**config.mk**
```make
export PLATFORM = sky130hd
export DESIGN_NAME = audio_serial_tx
export DESIGN_NICKNAME = d
export VERILOG_FILES = /design/src/rtl/audio_tx_pkg.sv /design/src/rtl/tx_edge_sync.sv /design/src/rtl/tx_slot_ctrl.sv /design/src/rtl/tx_shifter.sv /design/src/rtl/audio_serial_tx.sv
export SDC_FILE = /design/constraint.sdc
export NUM_CORES = 1
export LEC_CHECK = 0
export BUFFER_PORTS_ARGS = -buffer_cell sky130_fd_sc_hd__buf_2
export CAP_MARGIN = 20
export CORE_MARGIN = 5
export CORE_UTILIZATION = 26
export CTS_BUF_LIST = sky130_fd_sc_hd__clkbuf_2 sky130_fd_sc_hd__clkbuf_4 sky130_fd_sc_hd__clkbuf_8
export CTS_CLUSTER_SIZE = 28
export DETAILED_ROUTE_END_ITERATION = 12
export GPL_ROUTABILITY_DRIVEN = 0
export PLACE_DENSITY = 0.44
export SYNTH_ARGS = -nofsm -noshare
export SYNTH_HDL_FRONTEND = slang
export SYNTH_HIERARCHICAL = 1
export SYNTH_SLANG_ARGS = --single-unit
```
**constraint.sdc**
```tcl
create_clock -name clk -period 1.9 [get_ports clk]
set_input_delay 0.19 -clock clk [delete_from_list [all_inputs] [get_ports clk]]
set_output_delay 0.19 -clock clk [all_outputs]
set_load 0.03 [all_outputs]
```
**src/rtl/audio_tx_pkg.sv**
```systemverilog
package audio_tx_pkg;

  typedef enum logic {
    FRAME_LEFTJ = 1'b0,
    FRAME_I2S   = 1'b1
  } frame_e;

  // Only code 01 selects I2S; every other code falls back to left-justified
  function automatic frame_e decode_frame(input logic [1:0] code);
    return (code == 2'b01) ? FRAME_I2S : FRAME_LEFTJ;
  endfunction

endpackage

```
**src/rtl/tx_edge_sync.sv**
```systemverilog
module tx_edge_sync #(
  parameter int STAGES = 2
) (
  input  logic clk,
  input  logic rst,
  input  logic sc_in,
  input  logic sf_in,
  output logic sc_fall,
  output logic sc_rise,
  output logic sf_edge,
  output logic sf_level
);

  localparam int TOP = STAGES - 1;

  logic [STAGES-1:0] sc_chain;
  logic [STAGES-1:0] sf_chain;
  logic              sc_last;
  logic              sf_last;

  generate
    if (STAGES == 1) begin : g_single
      always_ff @(posedge clk) begin
        if (rst) begin
          sc_chain <= '0;
          sf_chain <= '0;
        end else begin
          sc_chain[0] <= sc_in;
          sf_chain[0] <= sf_in;
        end
      end
    end else begin : g_multi
      always_ff @(posedge clk) begin
        if (rst) begin
          sc_chain <= '0;
          sf_chain <= '0;
        end else begin
          sc_chain <= {sc_chain[STAGES-2:0], sc_in};
          sf_chain <= {sf_chain[STAGES-2:0], sf_in};
        end
      end
    end
  endgenerate

  always_ff @(posedge clk) begin
    if (rst) begin
      sc_last <= 1'b0;
      sf_last <= 1'b0;
    end else begin
      sc_last <= sc_chain[TOP];
      sf_last <= sf_chain[TOP];
    end
  end

  assign sc_fall  = sc_last & ~sc_chain[TOP];
  assign sc_rise  = ~sc_last & sc_chain[TOP];
  assign sf_edge  = sf_last ^ sf_chain[TOP];
  assign sf_level = sf_chain[TOP];

  // a rising edge is never reported twice in a row
  a_r9_rise_single: assert property (@(posedge clk) disable iff (rst)
    sc_rise |=> !sc_rise);

endmodule

```
**src/rtl/tx_slot_ctrl.sv**
```systemverilog
module tx_slot_ctrl
  import audio_tx_pkg::*;
#(
  parameter int W = 24
) (
  input  logic         clk,
  input  logic         rst,
  input  logic         sf_edge,
  input  logic         sf_level,
  input  frame_e       mode,
  input  logic [W-1:0] left_in,
  input  logic [W-1:0] right_in,
  output logic [W-1:0] slot_word
);

  logic         is_left;
  logic         left_open;
  logic [W-1:0] right_hold;

  // Channel polarity depends on framing
  assign is_left   = (mode == FRAME_I2S) ? ~sf_level : sf_level;
  assign left_open = sf_edge & is_left;

  // The left word is used in the cycle its slot opens, so only the right one needs storage
  always_ff @(posedge clk) begin
    if (rst) right_hold <= '0;
    else if (left_open) right_hold <= right_in;
  end

  assign slot_word = is_left ? left_in : right_hold;

  // the stored right word moves only when a left slot opens
  a_r8_right_frozen: assert property (@(posedge clk) disable iff (rst)
    !left_open |=> $stable(right_hold));

endmodule

```
**src/rtl/tx_shifter.sv**
```systemverilog
module tx_shifter #(
  parameter int W = 24
) (
  input  logic         clk,
  input  logic         rst,
  input  logic         sc_fall,
  input  logic         sf_edge,
  input  logic         i2s,
  input  logic [W-1:0] word,
  output logic         sdout
);

  localparam int CW = $clog2(W + 1);

  logic [W-1:0]  shreg;
  logic [CW-1:0] sent_cnt;

  always_ff @(posedge clk) begin
    if (rst) begin
      shreg    <= '0;
      sdout    <= 1'b0;
      sent_cnt <= '0;
    end else if (sf_edge) begin
      if (!i2s) begin
        // Left-justified: MSB goes out with the channel transition
        sdout    <= word[W-1];
        shreg    <= {word[W-2:0], 1'b0};
        sent_cnt <= CW'(1);
      end else begin
        // I2S: a coincident falling edge still finishes the old slot
        if (sc_fall) sdout <= shreg[W-1];
        shreg    <= word;
        sent_cnt <= '0;
      end
    end else if (sc_fall) begin
      sdout <= shreg[W-1];
      shreg <= {shreg[W-2:0], 1'b0};
      if (sent_cnt != CW'(W)) sent_cnt <= sent_cnt + 1'b1;
    end
  end

  // the output is quiet unless a falling edge or a channel transition occurred
  a_r9_quiet_between_edges: assert property (@(posedge clk) disable iff (rst)
    (!sc_fall && !sf_edge) |=> $stable(sdout));

  // left-justified slot opens with the word's MSB
  a_r3_lj_msb_on_sf: assert property (@(posedge clk) disable iff (rst)
    (sf_edge && !i2s) |=> (sdout == $past(word[W-1])));

  // in I2S the transition alone does not move the output
  a_r4_i2s_delay: assert property (@(posedge clk) disable iff (rst)
    (sf_edge && i2s && !sc_fall) |=> $stable(sdout));

  // once all data bits have left, the tail is zero
  a_r7_zero_tail: assert property (@(posedge clk) disable iff (rst)
    (sc_fall && !sf_edge && (sent_cnt == CW'(W))) |=> !sdout);

endmodule

```
**src/rtl/audio_serial_tx.sv**
```systemverilog
module audio_serial_tx
  import audio_tx_pkg::*;
#(
  parameter int W           = 24,
  parameter int SYNC_STAGES = 2
) (
  input  logic         clk,
  input  logic         rst,
  input  logic         sc_in,
  input  logic         sf_in,
  input  logic [1:0]   fmt_sel,
  input  logic [W-1:0] left_smp,
  input  logic [W-1:0] right_smp,
  output logic         sdout
);

  frame_e       mode;
  logic         sc_fall;
  logic         sc_rise;
  logic         sf_edge;
  logic         sf_level;
  logic [W-1:0] slot_word;

  assign mode = decode_frame(fmt_sel);

  tx_edge_sync #(.STAGES(SYNC_STAGES)) u_sync (
    .clk      (clk),
    .rst      (rst),
    .sc_in    (sc_in),
    .sf_in    (sf_in),
    .sc_fall  (sc_fall),
    .sc_rise  (sc_rise),
    .sf_edge  (sf_edge),
    .sf_level (sf_level)
  );

  tx_slot_ctrl #(.W(W)) u_slot (
    .clk       (clk),
    .rst       (rst),
    .sf_edge   (sf_edge),
    .sf_level  (sf_level),
    .mode      (mode),
    .left_in   (left_smp),
    .right_in  (right_smp),
    .slot_word (slot_word)
  );

  tx_shifter #(.W(W)) u_shift (
    .clk     (clk),
    .rst     (rst),
    .sc_fall (sc_fall),
    .sf_edge (sf_edge),
    .i2s     (mode == FRAME_I2S),
    .word    (slot_word),
    .sdout   (sdout)
  );

  // the output never moves in the cycle after a rising bit-clock edge alone
  a_r9_stable_at_rise: assert property (@(posedge clk) disable iff (rst)
    (sc_rise && !sf_edge) |=> $stable(sdout));

endmodule

```
==> results of run 1 <==
layout make-up:
cell class | count | area share
well taps | 140 | 0.0528
repair buffers | 65 | 0.122
clock inverters | 1 | 0.00151
clock buffers | 7 | 0.0253
flip-flops and latches | 55 | 0.332
multi-input cells | 185 | 0.467
stage by stage:
step | hold slack (ns) | utilization | worst slack (ns)
2_1_floorplan | 0.259 | - | 0.421
3_3_place_gp | 0.407 | 0.300 | 0.177
3_5_place_dp | 0.407 | 0.300 | 0.185
4_1_cts | 0.0762 | 0.309 | 0.186
5_1_grt | 0.0999 | 0.309 | 0.0817
6_report | 0.0851 | 0.309 | 0.189
worst max-delay path, delay by kind of cell (launching register included):
kind	cells	cell delay, ns
xor gates and xnor gates	1	0.24
buffers and inverters	1	0.21
DFF	1	0.49
AOI/OAI and AO/OA	1	0.11
muxes	2	0.54
registers in the layout (all words and copies together), names as in the netlist:
register and count:
u_sync/sc_chain 2, u_sync/sc_last 1, u_shift/sdout 1, u_shift/shreg 24
u_sync/sf_chain 2, u_sync/sf_last 1, u_slot/right_hold 24
cells in the final DEF (no fill, tap or decap), drive strengths merged:
| cell | count |
|---|---|
| nor3b | 1 |
| nand3 | 1 |
| buf | 65 |
| or3b | 1 |
| o21ai | 24 |
| or2 | 1 |
| dfxtp | 55 |
| clkinv | 1 |
| nor2b | 8 |
| and2 | 1 |
| or2b | 1 |
| mux2 | 24 |
| xor2 | 2 |
| a21oi | 1 |
| a211oi | 1 |
| mux2i | 47 |
| o22ai | 23 |
| clkbuf | 7 |
| nand4b | 24 |
| nand2b | 25 |
power breakdown:
group          internal [mW]  total [mW]  switching [mW]
combinational          0.194       0.378           0.184
clock                  0.289       0.664           0.375
sequential              1.19        1.20          0.0182
total                   1.67        2.25           0.577
metal layers:
metal	GRT usage	wire length, µm	up-vias
met5	0	0	-
met4	0.0356	95	0
met3	0.0222	178	6
met2	0.162	3120	26
met1	0.141	3260	963
li1	-	-	1068
final timing paths:
path | cells past startpoint | slack (ns) | startpoint | to
setup / recovery | 5 | 0.19 | u_sync/sf_chain[1] | u_shift/shreg[14]
setup reg to reg | 5 | 0.19 | u_sync/sf_chain[1] | u_shift/shreg[14]
hold reg to reg | 1 | 0.44 | u_sync/sf_chain[0] | u_sync/sf_chain[1]
hold / removal | 2 | 0.09 | sc_in | u_sync/sc_chain[0]
==> results by group, run 1 <==
Finish
  – Final nets: 366
  – # diodes: 0
  – Design Area, Final: roughly 3300 µm²
  – P&R area growth vs syn: 17.5%
  – Area of the multi-input gates: 1550 µm²
  – Filler cell count: 1185
  – Share of layout cells above drive strength 1: 0.332
  – Filler-free cell count of the finished design: around 450
  – FF/Latch Area: 1100 µm²

Detailed routing
  – Wire per inst: 14.7 µm
  – Vias per std cell: approximately 4.6
  – DRT Pass-1 Iters: 4
  – Vias: 2063
  – Detail Route Antenna Nets: 0
  – Total Wirelength: ~6700 µm
  – DRT iter0 DRCs: ~110
  – DRC viols: 0

Job
  – Max Cap Violations: 0

Power
  – Pwr Density: 677 nW/µm²
  – IR drop worst, VDD: 0.250 mV
  – Pwr Total: 2.25 mW
  – Pleak: 1.18 nW

Worst setup path
  – Critical-path cell list: xor2_4, buf_12, mux2_2, mux2i_1, o22ai_1
  – Critical path data required time: 2.09 ns
  – Setup crit start kind: flip-flop
  – Crit-path max cell delay: between 0.4 and 0.5 ns
  – Slowest cell on crit path: dfxtp_1
  – Endpoint class of the critical path: flip-flop
  – Setup CP Type: flip-flop to flip-flop
  – CP max FO: 29
  – Worst endpoint data arrival time: ~1.9 ns

Timing
  – Max_slew headroom: 0.710
  – Final period util: 0.900
  – Final setup viols: 0
  – Unrepaired setup endpoints after global routing: no
  – Fmax: 585 MHz
  – Minimum clock period: 1.71 ns
  – Final hold violation count: 0
  – Worst Clk Skew: about 0.010 ns
  – Slew Viols, Final: 0
  – Actual transition at the worst max-transition pin: approximately 0.43 ns
  – Setup TNS: 0 ns

Die
  – Initial Util: 0.263
  – Die area: 13000 µm²
  – Die Span Y: 114 µm
  – I/O pin count: 55
  – Core box area: 10700 µm²
  – # rows: 38
  – Die X: 114 µm

Clock network
  – Cts bufs inserted: 5
  – Clock Pin Slew Worst Setup and Hold Paths: about 0.1 ns
  – Cts-stage hold buffer count: 0
  – Post-CTS sizing: 0
  – CTS tree: yes
  – Root Driver: clkbuf_8
  – H-tree depth: 2
  – CTS Buffer Depth: 2
  – CTS Sinks: 55
  – Post-CTS Setup Inserts: 0
  – Clk_lat worst skew: 0.31 ns

Status
  – Status: finished clean

Worst hold path
  – HP Class: input port to flip-flop

Place
  – I/O Buffers: 54
  – Post-DP Area: 3230 µm²
  – DP Cell Count: approximately 450
  – Detailed placement HPWL: 4720 µm

Synthesis
  – Synth Instances: 266
  – Mapped Area: approximately 2800 µm²
  – Mean area per synthesized cell: approximately 11 µm²
  – Syn Nets: 320
  – Synth Warn #: 6

GRT
  – Vias in the first global route: 2171
  – Gr ovfl total: 0
  – GRT Overall Usage: 0.104
  – Antenna violations before repair: 0
  – Largest net degree at the start of global routing: 31
  – First-pass GRT wire length: around 11000 µm
No activity file was read; power rests on OpenSTA's default activity.
==> run 2, diff against run 1 <==
--- a/config.mk
+++ b/config.mk
@@ -7,13 +7,15 @@
 export LEC_CHECK = 0
 export BUFFER_PORTS_ARGS = -buffer_cell sky130_fd_sc_hd__buf_2
 export CAP_MARGIN = 20
+export CELL_PAD_IN_SITES_DETAIL_PLACEMENT = 0
+export CELL_PAD_IN_SITES_GLOBAL_PLACEMENT = 1
 export CORE_MARGIN = 5
 export CORE_UTILIZATION = 26
 export CTS_BUF_LIST = sky130_fd_sc_hd__clkbuf_2 sky130_fd_sc_hd__clkbuf_4 sky130_fd_sc_hd__clkbuf_8
 export CTS_CLUSTER_SIZE = 28
 export DETAILED_ROUTE_END_ITERATION = 12
 export GPL_ROUTABILITY_DRIVEN = 0
-export PLACE_DENSITY = 0.44
+export PLACE_DENSITY = 0.53
 export SYNTH_ARGS = -nofsm -noshare
 export SYNTH_HDL_FRONTEND = slang
 export SYNTH_HIERARCHICAL = 1
==> run 2 against run 1 <==
Sequential power hardly changed. Worst setup slack gained 0.0024 ns. Clock power fell by 2%. Critical endpoint is now u_shift/sdout. Die area is the same. Utilization down 0.12 points. Global-route usage hardly changed.
==> results by group, run 2 (synthesis gave the netlist of run 1 again) <==
Worst setup path
  – Setup CP Type: flip-flop to flip-flop
  – Critical path data required time: between 2 and 2.5 ns
  – Reg2Reg Capture Point: u_shift/sdout
  – R2R Setup Slk: 0.19 ns
  – FF-to-FF Start: u_sync/sf_chain[1]
  – Setup crit start kind: flip-flop
  – CP max FO: 49
  – Endpoint class of the critical path: flip-flop
  – Worst reg2reg path depth: 5
  – Worst endpoint data arrival time: roughly 1.9 ns

Detailed routing
  – DRT iter0 DRCs: 87
  – DRT Pass-1 Iters: 4
  – Detail Route Antenna Nets: 0
  – Total Wirelength: 6460 µm
  – Vias: 2028
  – Wire per inst: 14.3 µm
  – Vias per std cell: 4.48
  – DRC viols: 0

Finish
  – Commonest non-fill, non-tap cells in the layout: dfxtp_1 (55), buf_2 (54), mux2i_1 (47)
  – Design Area, Final: roughly 3300 µm²
  – Final nets: 366
  – # diodes: 0
  – P&R area growth vs syn: 17.1%
  – FF/Latch Area: 1100 µm²
  – Area of the multi-input gates: 1550 µm²
  – Filler cell count: 1186
  – Most common cell after layout, fill and taps aside: dfxtp_1
  – Largest registers: u_shift/shreg x24, u_slot/right_hold x24
  – Share of layout cells above drive strength 1: 0.332

Die
  – I/O pin count: 55
  – Die X: 114 µm
  – Initial Util: 0.263
  – Core box area: ~11000 µm²
  – Die area: 13000 µm²
  – # rows: 38
  – Die Span Y: 114 µm

Power
  – Pwr Density: around 670 nW/µm²
  – IR drop worst, VDD: between 0.3 and 0.4 mV
  – Logic pwr share: 0.164
  – Sw Share: 0.253
  – Cell internal pwr: 1.66 mW
  – Sw power: 562 µW
  – Clock power share: 0.294
  – Pleak: between 1 and 1.5 nW
  – Share of total power in sequential cells: 0.542

Timing
  – Unrepaired setup endpoints after global routing: no
  – Final setup viols: 0
  – Actual transition at the worst max-transition pin: 0.479 ns
  – Max_slew headroom: 0.680
  – Worst Clk Skew: ~0.0058 ns
  – Final period util: 0.899
  – Setup TNS: 0 ns
  – Slew Viols, Final: 0
  – Minimum clock period: between 1.5 and 2 ns
  – Final hold violation count: 0
  – Fmax: between 500 and 600 MHz

Worst hold path
  – Worst hold path startpoint: sf_in
  – HP Class: input port to flip-flop
  – WHS Path Cells: 2
  – Hold EP: u_sync/sf_chain[0]

GRT
  – Gr ovfl total: 0
  – Largest net degree at the start of global routing: 50
  – Vias in the first global route: 2108
  – Antenna violations before repair: 0
  – First-pass GRT wire length: between 10000 and 15000 µm
  – GRT Overall Usage: 0.104

Clock network
  – Post-CTS Setup Inserts: 0
  – Clk_lat worst skew: 0.30 ns
  – Cts bufs inserted: 5
  – Cts-stage hold buffer count: 0
  – CTS tree: yes
  – Clock Pin Slew Worst Setup and Hold Paths: 0.09 ns
  – Root Driver: clkbuf_8
  – CTS Sinks: 55
  – Post-CTS sizing: 0
  – CTS Buffer Depth: 2
  – H-tree depth: 2

Place
  – Post-DP Area: 3210 µm²
  – Detailed placement HPWL: between 4000 and 5000 µm
  – I/O Buffers: 54

Status
  – Status: finished clean

Job
  – Max Cap Violations: 0
## run 2: power by group through the flow
stage	registers (mW)	clock network [mW]	logic (mW)
finish	1.21	0.654	0.364
global route	1.21	0.753	0.404
CTS	1.21	0.684	0.373
detailed placement	1.23	0	0.371
global placement	1.23	0	0.372
floorplan	1.23	0	0.268
## run 2: how the worst max path moves through the flow
stage | from | to | slack [ns] | cells after the start
after floorplan | u_sync/sf_chain[1] | u_shift/shreg[15] | 0.42 | 5
after global placement | fmt_sel[1] | u_shift/shreg[21] | 0.21 | 7
after detailed placement | fmt_sel[1] | u_shift/shreg[20] | 0.19 | 7
after CTS | u_sync/sf_chain[1] | u_shift/sdout | 0.17 | 5
after global routing | u_sync/sf_chain[1] | u_shift/sdout | 0.05 | 5
final | u_sync/sf_chain[1] | u_shift/sdout | 0.19 | 5
## run 2: area by class of cell
| class | count | area share |
|---|---|---|
| clock buffer | 7 | 0.0254 |
| clock inverter | 1 | 0.00152 |
| multi-input combinational | 185 | 0.469 |
| sequential | 55 | 0.333 |
| tap | 140 | 0.0530 |
| timing repair buffer | 65 | 0.118 |
## run 2: critical path, cell delays in order (launching register included)
cell and delay, ns:
dfxtp_1 0.49, xor2_4 0.19, buf_12 0.25, mux2_2 0.39, nor3b_1 0.19, a211oi_1 0.07
## run 2: through the flow
stage | worst slack (ns) | hold slack [ns] | utilization | power (mW) | std cells
floorplan | 0.421 | 0.259 | - | 1.50 | 266
global placement | 0.207 | 0.398 | 0.299 | 1.60 | 445
detailed placement | 0.190 | 0.406 | 0.299 | 1.60 | 445
CTS | 0.171 | 0.0821 | 0.307 | 2.26 | 453
global route | 0.0484 | 0.0749 | 0.307 | 2.37 | 453
finish | 0.192 | 0.0898 | 0.307 | 2.22 | 453
## run 2: per-layer routing
metal / part of all wire / global-route usage / vias to the layer above
met1: 0.46 / 0.135 / 932
li1: - / - / 1068
met3: 0.020 / 0.0153 / 4
met5: 0 / 0 / -
met4: 0.011 / 0.0309 / 0
met2: 0.51 / 0.178 / 24
==> run 3, diff against run 2 <==
--- a/config.mk
+++ b/config.mk
@@ -5,6 +5,7 @@
 export SDC_FILE = /design/constraint.sdc
 export NUM_CORES = 1
 export LEC_CHECK = 0
+export ABC_AREA = 1
 export BUFFER_PORTS_ARGS = -buffer_cell sky130_fd_sc_hd__buf_2
 export CAP_MARGIN = 20
 export CELL_PAD_IN_SITES_DETAIL_PLACEMENT = 0
@@ -15,7 +16,7 @@
 export CTS_CLUSTER_SIZE = 28
 export DETAILED_ROUTE_END_ITERATION = 12
 export GPL_ROUTABILITY_DRIVEN = 0
-export PLACE_DENSITY = 0.53
+export PLACE_DENSITY = 0.57
 export SYNTH_ARGS = -nofsm -noshare
 export SYNTH_HDL_FRONTEND = slang
 export SYNTH_HIERARCHICAL = 1
==> run 3 against run 2 <==
Register-to-register slack gained 0.17 ns. Hold slack got worse by 0.030 ns. Routed wire length up 35%. Utilization shrank 0.57 points. Critical endpoint is now u_shift/shreg[13]. Clock-buffer cell count is 1 lower. Via count rose by 51%. Synthesized cell count is 98% higher. Highest routed layer unchanged.
==> results by group, run 3 <==
Status
  – Status: finished clean

Detailed routing
  – DRT Pass-1 Iters: 4
  – Total Wirelength: 8700 µm
  – DRC viols: 0
  – DRT iter0 DRCs: 65
  – Vias per std cell: 4.11
  – Detail Route Antenna Nets: 0
  – Wire per inst: 11.7 µm
  – Vias: 3055

Timing
  – Setup TNS: 0 ns
  – Slew Viols, Final: 0
  – Worst Clk Skew: 0.00708 ns
  – Max_slew headroom: 0.756
  – Fmax: 651 MHz
  – Unrepaired setup endpoints after global routing: no
  – Hold Slack: 0.0599 ns
  – Final period util: 0.808
  – Actual transition at the worst max-transition pin: 0.365 ns
  – Final hold violation count: 0
  – Final setup viols: 0
  – Minimum clock period: 1.54 ns

Power
  – Sw power: ~780 µW
  – Pwr Total: 2.51 mW
  – Pleak: 1.87 nW
  – IR drop worst, VDD: roughly 0.32 mV
  – Clock power share: 0.289
  – Pwr Density: 661 nW/µm²
  – Logic pwr share: 0.212
  – Sw Share: 0.312
  – Share of total power in sequential cells: 0.499
  – Cell internal pwr: ~1.7 mW

Clock network
  – CTS tree: yes
  – CTS Sinks: between 50 and 60
  – H-tree depth: 2
  – Post-CTS sizing: 0
  – Post-CTS Setup Inserts: 0
  – CTS Buffer Depth: 2
  – Clk_lat worst skew: 0.32 ns
  – Clock Pin Slew Worst Setup and Hold Paths: between 0.1 and 0.15 ns
  – Cts-stage hold buffer count: 0
  – Root Driver: clkbuf_8
  – Cts bufs inserted: 5

Finish
  – P&R area growth vs syn: 14.6%
  – Share of layout cells above drive strength 1: 0.187
  – # diodes: 0
  – Largest registers: u_shift/shreg x24, u_slot/right_hold x24
  – Commonest non-fill, non-tap cells in the layout: inv_1 (107), nor2_1 (107), nand2_1 (93)
  – Final nets: around 620
  – Post-layout util: 0.302
  – Design Area, Final: about 3800 µm²

GRT
  – GR Util met3: 0.0212
  – First-pass GRT wire length: roughly 15000 µm
  – GRT Overall Usage: 0.123
  – GR Layer Usage met2: 0.196
  – Largest net degree at the start of global routing: between 40 and 50
  – Antenna violations before repair: 0
  – Gr ovfl total: 0
  – GRT met1 Usage: 0.168
  – Busiest grt layer: met2
  – Vias in the first global route: 2967

Worst setup path
  – Endpoint class of the critical path: flip-flop
  – Setup CP Type: flip-flop to flip-flop
  – Critical path data required time: 2.13 ns
  – Setup crit start kind: flip-flop
  – Worst endpoint data arrival time: 1.76 ns
  – CP max FO: 30

Synthesis
  – Mapped Area: approximately 3300 µm²
  – Synth Instances: 528
  – Syn Nets: 582
  – Synth Warn #: 6
  – Mean area per synthesized cell: roughly 6.3 µm²

Place
  – I/O Buffers: 54
  – Detailed placement HPWL: 6420 µm
  – Post-DP Area: about 3700 µm²

Die
  – Die X: 123 µm
  – Initial Util: 0.263
  – Die area: 15100 µm²
  – I/O pin count: 55
  – Die Span Y: 123 µm
  – # rows: 41
  – Core box area: 12600 µm²

Job
  – Max Cap Violations: 0

Worst hold path
  – HP Class: input port to flip-flop
[run 3: worst max-delay path, stage by stage, from the launching register on]
cell and delay, ns:
dfxtp_1 0.41, inv_1 0.08, nand2_1 0.08, nand2_2 0.21
inv_4 0.13, nand2_4 0.21, nor2_1 0.17, nor2_1 0.05
nand2_1 0.08, inv_1 0.03
[run 3: stage by stage]
step / instances / setup slack [ns]
floorplan: 528 / 0.588
global placement: 735 / 0.385
detailed placement: 735 / 0.375
CTS: 743 / 0.342
global route: 743 / 0.187
finish: 743 / 0.364
[run 3: power by group through the flow]
| stage | clock network (mW) | registers, mW | logic [mW] |
|---|---|---|---|
| CTS | 0.767 | 1.25 | 0.541 |
| floorplan | 0 | 1.27 | 0.403 |
| finish | 0.725 | 1.25 | 0.531 |
| detailed placement | 0 | 1.28 | 0.539 |
| global placement | 0 | 1.28 | 0.538 |
| global route | 0.808 | 1.26 | 0.614 |
[run 3: metal layers]
| layer | wire (µm) | part of all wire |
|---|---|---|
| met4 | 123 | 0.014 |
| met2 | 3930 | 0.45 |
| met5 | 0 | 0 |
| met3 | 204 | 0.023 |
| met1 | 4440 | 0.51 |
[run 3: cell type report]
type | count | area [µm²]
fillers | 1468 | 8780
multi-input cells | 331 | 1580
flip-flops and latches | 55 | 1100
inverters | 112 | 428
repair buffers | 65 | 365
well taps | 172 | 215
clock buffers | 6 | 82.6
clock inverters | 2 | 16.3
[run 3: path summary, 6_finish.rpt]
check                           cells after the start                from  slack [ns]                 end
worst min register to register                      2  u_sync/sc_chain[0]        0.41  u_sync/sc_chain[1]
worst max register to register                      9  u_sync/sf_chain[1]        0.36   u_shift/shreg[13]
worst max-delay path                                9  u_sync/sf_chain[1]        0.36   u_shift/shreg[13]
worst min-delay path                                3               sf_in        0.06  u_sync/sf_chain[0]
